===== src/rtl/lpc_errflag_pkg.sv =====
package lpc_errflag_pkg;
  localparam int REG_W  = 8;
  localparam int PD_BIT = 5;
  localparam int AB_BIT = 4;
  localparam int EN_BIT = 3;

  typedef struct packed {
    logic pdSet;
    logic abSet;
    logic pdClr;
    logic abClr;
    logic pdRst;
    logic abRst;
    logic enWr;
    logic enVal;
  } flagCtl_t;
endpackage


===== src/rtl/pin_edge_sync.sv =====
module pin_edge_sync #(
  parameter int STAGES = 2
) (
  input  logic clk,
  input  logic rstN,
  input  logic pinIn,
  output logic fallPulse
);
  logic [STAGES-1:0] chain;
  logic prevLvl;

  always_ff @(posedge clk or negedge rstN) begin
    if (!rstN) begin
      chain   <= '1;
      prevLvl <= 1'b1;
    end else begin
      chain   <= {chain[STAGES-2:0], pinIn};
      prevLvl <= chain[STAGES-1];
    end
  end

  assign fallPulse = prevLvl & ~chain[STAGES-1];
endmodule


===== src/rtl/lpc_errflag_ctl.sv =====
module lpc_errflag_ctl
  import lpc_errflag_pkg::*;
#(
  parameter int SYNC_STAGES = 2
) (
  input  logic             clk,
  input  logic             rstN,
  input  logic             framePinN,
  input  logic             pwrDownPinN,
  input  logic             xferActive,
  input  logic             lpcHwReset,
  input  logic             lpcSwReset,
  input  logic             lpcHwShutdown,
  input  logic             lpcSwShutdown,
  input  logic             regSel,
  input  logic             regWr,
  input  logic             regRd,
  input  logic [REG_W-1:0] wrData,
  input  logic             pdFlag,
  input  logic             abFlag,
  output flagCtl_t         ctl
);
  localparam int NUM_PINS = 2;

  logic [NUM_PINS-1:0] pinVec;
  logic [NUM_PINS-1:0] fallVec;
  logic pdArm, abArm;
  logic wrStb, rdStb;

  assign pinVec = {framePinN, pwrDownPinN};

  for (genvar i = 0; i < NUM_PINS; i++) begin : gPin
    pin_edge_sync #(.STAGES(SYNC_STAGES)) uSync (
      .clk      (clk),
      .rstN     (rstN),
      .pinIn    (pinVec[i]),
      .fallPulse(fallVec[i])
    );
  end

  assign wrStb = regSel & regWr;
  assign rdStb = regSel & regRd & ~regWr;

  always_comb begin
    ctl.pdRst = lpcHwReset | lpcSwReset;
    ctl.abRst = lpcHwReset | lpcSwReset | lpcHwShutdown | lpcSwShutdown;
    ctl.pdSet = fallVec[0];
    ctl.abSet = fallVec[1] & xferActive;
    ctl.pdClr = wrStb & pdArm & ~wrData[PD_BIT];
    ctl.abClr = wrStb & abArm & ~wrData[AB_BIT];
    ctl.enWr  = wrStb;
    ctl.enVal = wrData[EN_BIT];
  end

  always_ff @(posedge clk or negedge rstN) begin
    if (!rstN) begin
      pdArm <= 1'b0;
      abArm <= 1'b0;
    end else begin
      if (ctl.pdRst || wrStb) pdArm <= 1'b0;
      else if (rdStb)         pdArm <= pdFlag;
      if (ctl.abRst || wrStb) abArm <= 1'b0;
      else if (rdStb)         abArm <= abFlag;
    end
  end
endmodule


===== src/rtl/lpc_errflag_dp.sv =====
module lpc_errflag_dp
  import lpc_errflag_pkg::*;
(
  input  logic             clk,
  input  logic             rstN,
  input  flagCtl_t         ctl,
  input  logic             regSel,
  input  logic             regRd,
  input  logic             idrRxDone,
  input  logic             twrRxDone,
  input  logic             twrMode,
  output logic             pdFlag,
  output logic             abFlag,
  output logic             rxIntEn,
  output logic [REG_W-1:0] rdData,
  output logic             errIrq,
  output logic             rxIrq
);
  always_ff @(posedge clk or negedge rstN) begin
    if (!rstN) begin
      pdFlag  <= 1'b0;
      abFlag  <= 1'b0;
      rxIntEn <= 1'b0;
    end else begin
      if (ctl.pdRst)      pdFlag <= 1'b0;
      else if (ctl.pdSet) pdFlag <= 1'b1;
      else if (ctl.pdClr) pdFlag <= 1'b0;

      if (ctl.abRst)      abFlag <= 1'b0;
      else if (ctl.abSet) abFlag <= 1'b1;
      else if (ctl.abClr) abFlag <= 1'b0;

      if (ctl.enWr) rxIntEn <= ctl.enVal;
    end
  end

  always_comb begin
    rdData = '0;
    if (regSel && regRd) begin
      rdData[PD_BIT] = pdFlag;
      rdData[AB_BIT] = abFlag;
      rdData[EN_BIT] = rxIntEn;
    end
  end

  assign errIrq = pdFlag | abFlag;
  assign rxIrq  = rxIntEn & (idrRxDone | (twrMode & twrRxDone));
endmodule


===== src/rtl/lpc_errflag_reg.sv =====
module lpc_errflag_reg
  import lpc_errflag_pkg::*;
#(
  parameter int SYNC_STAGES = 2
) (
  input  logic             clk,
  input  logic             rstN,
  input  logic             framePinN,
  input  logic             pwrDownPinN,
  input  logic             xferActive,
  input  logic             lpcHwReset,
  input  logic             lpcSwReset,
  input  logic             lpcHwShutdown,
  input  logic             lpcSwShutdown,
  input  logic             idrRxDone,
  input  logic             twrRxDone,
  input  logic             twrMode,
  input  logic             regSel,
  input  logic             regWr,
  input  logic             regRd,
  input  logic [REG_W-1:0] wrData,
  output logic [REG_W-1:0] rdData,
  output logic             errIrq,
  output logic             rxIrq
);
  flagCtl_t ctl;
  logic pdFlag, abFlag, rxIntEn;

  lpc_errflag_ctl #(.SYNC_STAGES(SYNC_STAGES)) uCtl (
    .clk          (clk),
    .rstN         (rstN),
    .framePinN    (framePinN),
    .pwrDownPinN  (pwrDownPinN),
    .xferActive   (xferActive),
    .lpcHwReset   (lpcHwReset),
    .lpcSwReset   (lpcSwReset),
    .lpcHwShutdown(lpcHwShutdown),
    .lpcSwShutdown(lpcSwShutdown),
    .regSel       (regSel),
    .regWr        (regWr),
    .regRd        (regRd),
    .wrData       (wrData),
    .pdFlag       (pdFlag),
    .abFlag       (abFlag),
    .ctl          (ctl)
  );

  lpc_errflag_dp uDp (
    .clk      (clk),
    .rstN     (rstN),
    .ctl      (ctl),
    .regSel   (regSel),
    .regRd    (regRd),
    .idrRxDone(idrRxDone),
    .twrRxDone(twrRxDone),
    .twrMode  (twrMode),
    .pdFlag   (pdFlag),
    .abFlag   (abFlag),
    .rxIntEn  (rxIntEn),
    .rdData   (rdData),
    .errIrq   (errIrq),
    .rxIrq    (rxIrq)
  );
endmodule


===== config.mk =====
export PLATFORM = sky130hd
export DESIGN_NAME = lpc_errflag_reg
export DESIGN_NICKNAME = d
export VERILOG_FILES = /design/src/rtl/lpc_errflag_pkg.sv /design/src/rtl/pin_edge_sync.sv /design/src/rtl/lpc_errflag_ctl.sv /design/src/rtl/lpc_errflag_dp.sv /design/src/rtl/lpc_errflag_reg.sv
export SDC_FILE = /design/constraint.sdc
export NUM_CORES = 1
export LEC_CHECK = 0
export BUFFER_PORTS_ARGS = -buffer_cell sky130_fd_sc_hd__buf_4
export CORE_MARGIN = 5
export CORE_UTILIZATION = 41
export DETAILED_ROUTE_END_ITERATION = 7
export GPL_TIMING_DRIVEN = 0
export PLACE_DENSITY = 0.76
export SLEW_MARGIN = 20
export SYNTH_ARGS = -nofsm -noshare
export SYNTH_HDL_FRONTEND = slang
export SYNTH_HIERARCHICAL = 1
export SYNTH_SLANG_ARGS = --single-unit

===== constraint.sdc =====
create_clock -name clk -period 1.3 [get_ports clk]
set_input_delay 0.13 -clock clk [delete_from_list [all_inputs] [get_ports clk]]
set_output_delay 0.13 -clock clk [all_outputs]
set_load 0.1 [all_outputs]

== After elaboration in Yosys (flattened, before gate mapping) ==
Cells that the tools add are included.
Word-level totals
  register bits: 11
  bits in latches: 0
  bits in writable memories: 0
  ROM bits: 0
  bits of input ports: 23
  output and inout bits: 10
  logic and storage cells: 49
  memories: 0
Cells by class
  add/sub/neg operators: 0
  $mul: 0
  div/mod/pow operators: 0
  $lt $le $gt $ge: 0
  eq/ne operators: 0
  shift operators: 0
  mux-type cells: 11
  bitwise logic cells: 22
  reduce and logical (&&, ||, !) cells: 7
Operators by type and width (number)
  $and 1x1->1: 12
  $mux 1: 10
  $reduce_bool 3->1: 2
  $not 1->1: 5
  $or 1x1->1: 5
  $reduce_bool 2->1: 2
  $mux 3: 1
  $logic_or 1x1->1: 2
  $logic_and 1x1->1: 1

== Logic depth before layout (Yosys ltp) ==
Gate-level depths: netlist of the first run.
  word-level depth: 6
  gate-level depth with buffers: 4
  gate-level depth less buffers: 4

== By module ==
The synthesis of the first run kept the hierarchy.
By module, submodules not included
  lpc_errflag_dp: times used 1, cells each 22, area each 197.7 µm², seq. area each 75.1 µm²
  lpc_errflag_ctl: times used 1, cells each 20, area each 185.2 µm², seq. area each 50.0 µm²
  pin_edge_sync: times used 2, cells each 4, area each 92.6 µm², seq. area each 78.8 µm²

== Worst setup path before layout of the first run ==
OpenSTA, ideal clock, no wires.
  path kind: reg-to-output
  start point: register uDp.rxIntEn
  end point: output port rxIrq
  arrival: 1690 ps
  required time: 1170 ps
  setup slack: -520 ps
  cell stages (with the launch flop): 2
  path buffers: 0
  cells stage by stage: dfrtp_1 -> nor2b_1
Between the ends
  longest elaborated chain between the ends: 1
Ends and longest elaborated chain
  start, declared: RTL line lpc_errflag_dp.sv:14  | output logic rxIntEn,
  start signal, assigned: RTL line lpc_errflag_dp.sv:33  | if (ctl.enWr) rxIntEn <= ctl.enVal;
  $and 1x1->1: RTL line lpc_errflag_dp.sv:47  | assign rxIrq = rxIntEn & (idrRxDone | (twrMode & twrRxDone));
  end, declared: RTL line lpc_errflag_reg.sv:24  | output logic rxIrq
No other way between the ends.

== Final worst setup path of the first run ==
  start point: register uDp.pdFlag
  end point: output port errIrq
Between the ends
  longest elaborated chain between the ends: 1
Ends and longest elaborated chain
  start, declared: RTL line lpc_errflag_dp.sv:12  | output logic pdFlag,
  start signal, assigned: RTL line lpc_errflag_dp.sv:21  | pdFlag <= 1'b0;
  start signal, assigned: RTL line lpc_errflag_dp.sv:25  | if (ctl.pdRst) pdFlag <= 1'b0;
  start signal, assigned: RTL line lpc_errflag_dp.sv:26  | else if (ctl.pdSet) pdFlag <= 1'b1;
  $or 1x1->1: RTL line lpc_errflag_dp.sv:46  | assign errIrq = pdFlag | abFlag;
  end, declared: RTL line lpc_errflag_reg.sv:23  | output logic errIrq,
No other way between the ends.

==> results of run 1 <==
-- path summary, 6_finish.rpt --
kind                                                  start  slack (ns)                           to
worst max-delay path                             uDp/pdFlag        0.06                       errIrq
worst min-delay path                              wrData[3]        0.09                  uDp/rxIntEn
min in group asynchronous                              rstN        0.23                   uDp/pdFlag
max in group asynchronous                              rstN        0.84  uCtl/gPin[1].uSync/chain[1]
worst max register to register                   uCtl/abArm        0.22                   uCtl/abArm
worst min register to register  uCtl/gPin[0].uSync/chain[0]        0.35  uCtl/gPin[0].uSync/chain[1]
-- routing by layer --
layer / track usage (%) / vias to the layer above / part of all wire (%)
li1: - / 221 / -
met1: 10.5 / 207 / 36
met2: 18.4 / 16 / 53
met3: 7.66 / 2 / 9.4
met4: 3.31 / 0 / 1.1
met5: 0 / - / 0
-- sequential cells by signal, indices dropped and copies added, names as in the netlist --
signal and cells:
uCtl/abArm 1, uDp/abFlag 1, uCtl/gPin.uSync/chain 4, uCtl/gPin.uSync/prevLvl 2
uDp/rxIntEn 1, uCtl/pdArm 1, uDp/pdFlag 1
-- through the flow --
step / instances / util, % / total power (uW)
floorplan: 54 / - / 546
global placement: 90 / 58.6 / 610
detailed placement: 90 / 58.6 / 613
CTS: 97 / 62.9 / 856
global route: 97 / 63.2 / 878
finish: 97 / 63.2 / 845
-- area by class of cell --
| cell class | instances | area (sq um) |
|---|---|---|
| Timing Repair Buffer | 24 | 191 |
| Buffer | 8 | 60.1 |
| Multi-Input combinational cell | 32 | 231 |
| Fill cell | 107 | 479 |
| Clock buffer | 4 | 26.3 |
| Tap cell | 15 | 18.8 |
| Sequential cell | 11 | 283 |
| Inverter | 3 | 11.3 |
-- what timing repair did --
action                                  CTS  global route
hold buffers                              3             0
gates resized for setup                   0             1
endpoints found under the setup margin    0             1
hold endpoints to repair                 13             0
setup buffers                             0             0
-- logic make-up after synthesis --
| group | after synthesis |
|---|---|
| AO/OA/AOI/OAI | 5 |
| flip-flops | 11 |
| AND/OR/NAND/NOR | 21 |
| multiplexers | 1 |
| buffers and inverters | 11 |
| other | 1 |
-- cells in the mapped netlist --
cell / n
buf_4: 8
mux2_4: 1
or3b_2: 1
nand2b_1: 4
or2_1: 2
a21oi_1: 3
a31oi_1: 1
dfstp_2: 6
nor2b_1: 1
a31oi_2: 1
or4_4: 1
conb_1: 1
nand4b_1: 2
nor2b_4: 2
nand2_1: 1
inv_1: 3
and3_1: 3
or3b_1: 1
and2_1: 1
nor3b_1: 2
dfrtp_1: 5
-- critical path, delay by kind of cell (launching register included) --
kind / cells / cell delay (ns)
buffers and inverters: 1 / 0.19
flip-flops: 1 / 0.41
AND/OR/NAND/NOR: 1 / 0.24
-- power by group through the flow --
stage	combinational [uW]	sequential, uW	clock [uW]
5_1_grt	250	377	251
4_1_cts	239	375	242
3_5_place_dp	232	381	0
2_1_floorplan	168	378	0
6_report	239	375	231
3_3_place_gp	230	380	0
==> impl_metrics.tcl, run 1 <==
set metrics [dict create \
    clkTransAtPathRegs_ns 0.07 \
    syn_avg_cell_area_sq_um 11.4 \
    powerDensity_nw_per_um2 1030 \
    clk_path_buf_depth 2 \
    crit_chain "or2_1 -> buf_6" \
    synthAdderAreaFrac_pct 0 \
    worstPathArrival_ns 1.11 \
    swShare_pct 32.6 \
    num_rows 13 \
    synthXorXnorAreaFrac_pct 0 \
    grt-ovfl-total 0 \
    synth.distinct_cells 21 \
    rsz0062_at_grt "false" \
    cts_made_buffers 3 \
    holdWs_ns 0.0926 \
    cp-start-kind "register" \
    synth_top_family_by_area "simple AND/OR/NAND/NOR gates" \
    cts.sink_count 11 \
    cp_max_fo 4 \
    critical_path_class "reg2out" \
    insertion_delay_ns 0.27 \
    die_w_um 47.2 \
    grt_pass1_vias 407 \
    power.leakage_uw 0.000403 \
    vias_per_cell 4.60 \
    yosys-top-cells-area "dfstp_2, dfrtp_1, buf_4" \
    yosysTopAreaCellShare_pct 27.8 \
    setup_tns_ns 0 \
    final_cell_mix "buf_4, dfstp_2, dfrtp_1, conb_1, nand2b_1" \
    synth_seq_cells 11 \
    holdCritPathClass "in2reg" \
    io_buffers 21 \
    die_h_um 47.2 \
    final_common_cell "buf_4" \
    synthMuxAreaShare_pct 2.64 \
    yosysTopAreaCell "dfstp_2" \
    endpoint_kind "output pin" \
    seq_power_share_pct 44.3 \
    drtAntennaViolNets 0 \
    slew_violations 0 \
    antenna-diode-count 0 \
    synth_warnings 6 \
    core_sq_um 1300 \
    cap_viol_max_count 0 \
    power_frac_comb_pct 28.3 \
    synth_compound_area_share_pct 5.95 \
    gr-usage-all-layers_pct 10.9 \
    gp_congestion 0.727 \
    root_buffer "clkbuf_4" \
    ys_seq_area_share_pct 49.8 \
    cts_tree "built" \
    hold_depth 2 \
    start_util_pct 43.7 \
    antenna_found_initial 0 \
    htreeDepth 1 \
    grt_pass1_wl_um 1600 \
    cpMaxStageDelayCell "dfrtp_1" \
    netlist_instances 50 \
    drt-initial-drc-count 2 \
    slowest_delay_ns 0.41 \
    wl_per_cell_um 11.4 \
    skew_ns 0.00687 \
    drcViolationCount 0 \
    synthSimpleGateAreaFrac_pct 28.4 \
    area_growth_pct 44.7 \
    first_pass_iters 2 \
    cp.required_ns 1.17 \
    ios 33 \
    vias 446 \
    dieArea_sq_um 2230 \
    clockPowerShare_pct 27.3 \
    drive_above_1_share_pct 54.9 \
    nNetsFinal 106 \
    fmax_mhz 808 \
    outcome "finished, final reports clean" \
    hold_viol 0 \
    rr_worst_depth 2 \
    pre_cts_slack_ns 0.230 \
    setup_violations 0 \
    placed_cell_area_sq_um 762 \
    period_minus_slack_ns 1.24 \
    min_period_over_period_pct 95.2 \
    synth_area_sq_um 568 \
    vdd_drop_max_v 0.000647 \
    p_int_uw 569 \
    grt_start_max_net_pins 12 \
    wl_um 1110 \
    design_area_sq_um 822 \
    switchingPower_uw 275 \
    timing.final.ws_setup_ns 0.0626 \
]
No activity file was read; power rests on OpenSTA's default activity.
==> inputs of run 2 (changes only) <==
--- a/config.mk
+++ b/config.mk
@@ -5,6 +5,7 @@
 export SDC_FILE = /design/constraint.sdc
 export NUM_CORES = 1
 export LEC_CHECK = 0
+export ABC_AREA = 1
 export BUFFER_PORTS_ARGS = -buffer_cell sky130_fd_sc_hd__buf_4
 export CORE_MARGIN = 5
 export CORE_UTILIZATION = 41
==> run 2 against run 1 <==
Final cell count increased by 22%. Routed wire length decreased by 2.4%. Fmax increased by 2.4%. Highest routed layer is now met3. Via count increased by 6.5%. Non-clock buffer count unchanged. Largest power group unchanged. Flip-flop and latch count unchanged. First-iteration DRC count increased to 3.5 times the previous value. Combinational power about the same. Die area increased by 0.53%. Global-route usage decreased by 0.68 points. Sequential share of layout area decreased by 0.62 points. Setup slack improved by 0.029 ns.
==> impl_metrics.tcl, run 2 <==
set metrics [dict create \
    vias_per_cell 4.03 \
    power_frac_comb_pct 28.6 \
    nNetsFinal 127 \
    min_period_over_period_pct 92.9 \
    die_w_um 47.3 \
    fin_cells 118 \
    grt_pass1_vias 435 \
    drt-initial-drc-count 7 \
    drtAntennaViolNets 0 \
    skew_ns 0.00238 \
    htreeDepth 1 \
    power.leakage_uw 0.000428 \
    yosysTopAreaCell "dfstp_2" \
    slowest_delay_ns 0.38 \
    holdWs_ns 0.0864 \
    cp_max_fo 3 \
    die_h_um 47.3 \
    gr-usage-all-layers_pct 10.2 \
    insertion_delay_ns 0.26 \
    r2r_slack_ns 0.36 \
    largest_reg_flops 4 \
    cpMaxStageDelayCell "dfrtp_1" \
    clk_path_buf_depth 2 \
    rsz0062_at_grt "false" \
    antenna-diode-count 0 \
    synth_seq_cells 11 \
    ys_seq_area_share_pct 49.5 \
    yosysTopAreaCellShare_pct 27.6 \
    regMostFlops "uCtl/gPin.uSync/chain" \
    slew_violations 0 \
    r2r_start "uCtl/gPin[0].uSync/prevLvl" \
    holdCritPathClass "in2reg" \
    pre_cts_slack_ns 0.313 \
    hold_depth 3 \
    netlist_instances 71 \
    vdd_drop_max_v 0.000572 \
    dieArea_sq_um 2240 \
    wl_um 1080 \
    cp.required_ns 1.17 \
    first_pass_iters 2 \
    vias 475 \
    yosysMostFrequentCell "nand2_1" \
    core_sq_um 1320 \
    antenna_found_initial 0 \
    critical_path_class "reg2out" \
    async_reset_ff_share_pct 100 \
    syn_avg_cell_area_sq_um 8.05 \
    root_buffer "clkbuf_4" \
    powerDensity_nw_per_um2 988 \
    yosys-top-cells-count "nand2_1, inv_1, nor2_1" \
    num_rows 13 \
    synth_edf_count 0 \
    cts_made_buffers 3 \
    fmax_mhz 828 \
    seq_power_share_pct 44.9 \
    period_minus_slack_ns 1.21 \
    grt_pass1_wl_um 1560 \
    clockPowerShare_pct 26.5 \
    reg.largest.list "uCtl/gPin.uSync/chain (4), uCtl/gPin.uSync/prevLvl (2)" \
    wl_per_cell_um 9.15 \
    cts.sink_count 11 \
    final_cell_mix "buf_4, nand2_1, inv_1, nor2_1, dfstp_2" \
    dp.cells 111 \
    start_util_pct 43.4 \
    swShare_pct 32.4 \
    timing.final.ws_setup_ns 0.0917 \
    io_buffers 21 \
    worstPathArrival_ns 1.08 \
    synth_area_sq_um 572 \
    area_growth_pct 46.4 \
    p_int_uw 559 \
    dp_hpwl_um 874 \
    endpoint_kind "output pin" \
    crit_chain "inv_1 -> nor2_4 -> buf_6" \
    yosys-top-cells-area "dfstp_2, dfrtp_1, buf_4" \
    drcViolationCount 0 \
    crit_buf_inv 2 \
    drive_above_1_share_pct 45.6 \
    cts_tree "built" \
    hold_viol 0 \
    grt_start_max_net_pins 12 \
    switchingPower_uw 268 \
    cap_viol_max_count 0 \
    final_common_cell "buf_4" \
    synth_warnings 6 \
    grt-ovfl-total 0 \
    ios 33 \
    r2r_end "uDp/pdFlag" \
    synth.distinct_cells 15 \
    crit_family "flip-flops" \
    rr_worst_depth 5 \
    synth_flop_cell "dfstp_2" \
    gp_congestion 0.751 \
    outcome "finished, final reports clean" \
    min-delay-start "wrData[3]" \
    clkTransAtPathRegs_ns 0.06 \
    setup_violations 0 \
    cts_setup_buffers 0 \
    cp-start-kind "register" \
    min_to "uDp/rxIntEn" \
]
[run 2: cell count changes after synthesis, moves of 2 or more]
cell,before,now
a21oi_2,0,2
nand2b_1,4,0
nor3b_1,2,0
inv_1,3,14
or2_1,2,0
nor2_1,0,9
and3_1,3,0
nand2_1,1,15
nand4b_1,2,0
nor2_2,0,3
nand3_1,0,2
nor2b_4,2,0
[run 2: final cells by class]
class / instances / area, sq um
Inverter: 15 / 56.3
Sequential cell: 11 / 283
Tap cell: 15 / 18.8
Buffer: 8 / 60.1
Fill cell: 117 / 480
Multi-Input combinational cell: 41 / 198
Timing Repair Buffer: 24 / 195
Clock buffer: 4 / 26.3
[run 2: per-layer routing]
layer	vias to the layer above	GRT usage (%)	share of wire, %
met1	195	10.8	35
met2	22	16.8	49
met5	-	0	0
li1	258	-	-
met4	0	6.63	0
met3	0	3.83	16
[run 2: tightest hold or removal path: stages]
cell and delay, ns:
buf_4 0.07, nand2_1 0.03, o21ai_1 0.06
[run 2: how the worst max path moves through the flow]
stage | depth (start not counted) | end | from
after global placement | 3 | rdData[4] | uDp/abFlag
after CTS | 3 | rdData[4] | uDp/abFlag
after detailed placement | 3 | rdData[4] | uDp/abFlag
after floorplan | 2 | rdData[3] | uDp/rxIntEn
final | 3 | rdData[4] | uDp/abFlag
after global routing | 3 | errIrq | uDp/abFlag
[run 2: kinds of logic (layout without fill, tap and decap cells)]
| group | after synthesis | in the layout | share of synthesized area, % |
|---|---|---|---|
| and+or+nand+nor | 31 | 31 | 23.9 |
| DFF | 11 | 11 | 49.5 |
| AOI/OAI and AO/OA | 5 | 5 | 5.69 |
| buffers and inverters | 23 | 51 | 20.3 |
| other | 1 | 5 | 0.656 |
[run 2: power groups by stage]
stage               registers, uW  clock network [uW]  logic [uW]
CTS                           371                 236         237
detailed placement            377                   0         229
finish                        371                 219         237
global route                  373                 245         252
global placement              376                   0         227
floorplan                     375                   0         166
[run 2: per-stage QoR]
stage	setup TNS, ns	utilization (%)	area [sq um]	total power, uW
3_5_place_dp	0	58.7	773	606
6_report	0	63.5	837	827
4_1_cts	0	63.0	830	844
5_1_grt	0	63.5	837	870
3_3_place_gp	0	58.7	773	603
2_1_floorplan	-0.919	-	597	541
[run 2: timing repair]
| action | CTS | global route |
|---|---|---|
| endpoints found under the hold margin | 13 | 0 |
| setup endpoints to repair | 0 | 2 |
| hold buffers | 3 | 0 |
| resized for setup | 0 | 2 |
==> inputs of run 3 (changes only) <==
--- a/config.mk
+++ b/config.mk
@@ -8,10 +8,10 @@
 export ABC_AREA = 1
 export BUFFER_PORTS_ARGS = -buffer_cell sky130_fd_sc_hd__buf_4
 export CORE_MARGIN = 5
-export CORE_UTILIZATION = 41
+export CORE_UTILIZATION = 37
 export DETAILED_ROUTE_END_ITERATION = 7
 export GPL_TIMING_DRIVEN = 0
-export PLACE_DENSITY = 0.76
+export PLACE_DENSITY = 0.72
 export SLEW_MARGIN = 20
 export SYNTH_ARGS = -nofsm -noshare
 export SYNTH_HDL_FRONTEND = slang
==> constraint.sdc (replaced) <==
create_clock -name clk -period 1 [get_ports clk]
set_input_delay 0.1 -clock clk [delete_from_list [all_inputs] [get_ports clk]]
set_output_delay 0.1 -clock clk [all_outputs]
set_load 0.1 [all_outputs]
==> run 3 against run 2 <==
The run now ends with negative setup slack left. Sequential share of layout area decreased by 3.7 points. Worst hold slack worse by 0.055 ns. Clock-buffer cell count unchanged. Die area up 8.5%. Setup slack got worse by 0.21 ns. Clock power rose by 38%. Sequential power is 30% higher. Critical path depth unchanged. Clock skew increased by 0.011 ns. First-iteration DRC count fell by 29%. Total power up 40%. Design area rose by 12%. Largest power group unchanged.
==> impl_metrics.tcl, run 3 (same netlist as run 2, synthesis figures left out) <==
set metrics [dict create \
    cp.required_ns 0.90 \
    wl_um 1340 \
    power.leakage_uw 0.000461 \
    setup_violations 5 \
    min_period_over_period_pct 111 \
    min_to "uDp/rxIntEn" \
    root_buffer "clkbuf_4" \
    cts_tree "built" \
    hold_viol 0 \
    rr_worst_depth 6 \
    core_sq_um 1490 \
    r2r_end "uDp/abFlag" \
    drive_above_1_share_pct 54.2 \
    grt_pass1_vias 581 \
    gr-usage-all-layers_pct 13.0 \
    gp_congestion 0.731 \
    nFillCells 132 \
    period_minus_slack_ns 1.11 \
    cts.sink_count 11 \
    holdCritPathClass "in2reg" \
    min-delay-start "wrData[3]" \
    start_util_pct 38.4 \
    outcome "finished with violations" \
    fmax_mhz 897 \
    skew_ns 0.0134 \
    cp_max_fo 2 \
    dieArea_sq_um 2430 \
    holdWs_ns 0.0316 \
    register_area_sq_um 283 \
    endpoint_kind "output pin" \
    slew_violations 0 \
    cts_made_buffers 3 \
    antenna-diode-count 0 \
    cap_viol_max_count 0 \
    clkTransAtPathRegs_ns 0.08 \
    vias_per_cell 4.26 \
    final_cell_mix "buf_4, nand2_1, inv_1, dfstp_2" \
    clk_path_buf_depth 2 \
    setup_tns_ns -0.449 \
    drtAntennaViolNets 0 \
    drcViolationCount 0 \
    worstPathArrival_ns 1.01 \
    hold_depth 3 \
    regMostFlops "uCtl/gPin.uSync/chain" \
    grt_pass1_wl_um 2450 \
    cp-startpoint "uDp/pdFlag" \
    rsz0062_at_grt "true" \
    final_common_cell "buf_4" \
    insertion_delay_ns 0.27 \
    violations "negative setup slack" \
    drt-initial-drc-count 5 \
    cp-start-kind "register" \
    largest_reg_flops 4 \
    io_buffers 21 \
    final_util_pct 63.2 \
    timing.final.ws_setup_ns -0.114 \
    nNetsFinal 131 \
    reg.largest.list "uCtl/gPin.uSync/chain (4), uCtl/gPin.uSync/prevLvl (2)" \
    htreeDepth 1 \
    powerDensity_nw_per_um2 1230 \
    first_pass_iters 4 \
    wl_per_cell_um 10.9 \
    antenna_found_initial 0 \
    num_rows 14 \
    area_growth_pct 64.6 \
    vdd_drop_max_v 0.00105 \
    r2r_start "uCtl/gPin[1].uSync/prevLvl" \
    vias 524 \
    grt_start_max_net_pins 12 \
    die_h_um 49.3 \
    r2r_slack_ns 0.03 \
    grt-ovfl-total 0 \
    ios 33 \
    dp_hpwl_um 968 \
    die_w_um 49.3 \
    multi_input_area_sq_um 220 \
    critical_path_class "reg2out" \
]
run 3: cell types whose count changed in the layout (fill, tap and decap cells not counted), moves of 2 or more:
cell,previous run,this run
buf_6,2,0
inv_2,1,5
nor2_1,7,5
inv_1,14,10
buf_12,0,4
nor2_4,2,5
run 3: cell type report:
cell class	count	share of cell area, %
inverter	15	5.98
sequential	11	30.1
buffer	8	6.38
timing repair buffer	28	29.3
tap	16	2.13
clock buffer	4	2.79
multi-input combinational	41	23.4
run 3: layer usage:
layer | part of all wire, % | track usage, % | up-vias
met3 | 7.1 | 3.67 | 4
met4 | 1.3 | 6.73 | 0
met1 | 36 | 13.2 | 234
li1 | - | - | 267
met5 | 0 | 0 | -
met2 | 55 | 23.6 | 19
run 3: how the worst max path moves through the flow:
stage                       to  cells past startpoint
floorplan            rdData[3]                      2
global placement     rdData[5]                      3
detailed placement  uDp/abFlag                      6
CTS                     errIrq                      3
global route            errIrq                      3
finish               rdData[5]                      3
run 3: power breakdown:
group	leakage, uW	switching [uW]	internal [uW]
sequential	0.000131	9.91	474
combinational	0.000315	232	135
clock	0.0000150	149	154
run 3: repair_timing:
item	CTS	global route
endpoints found under the setup margin	5	6
resized for setup	19	1
pin swaps	3	1
setup buffers	3	1
hold endpoints to repair	13	0
hold buffers	3	0
run 3: per-stage QoR:
stage	cell area [sq um]	cells	worst slack, ns	total power (uW)
3_3_place_gp	787	112	0.0593	792
3_5_place_dp	787	112	0.0388	796
2_1_floorplan	609	75	-0.272	709
5_1_grt	941	123	-0.146	1230
6_report	941	123	-0.114	1160
4_1_cts	933	122	-0.104	1160
run 3: critical path, cell delays in order, from the launching register on:
cell and delay [ns]:
dfrtp_1 0.38, inv_2 0.07, nor2_4 0.11, buf_12 0.18
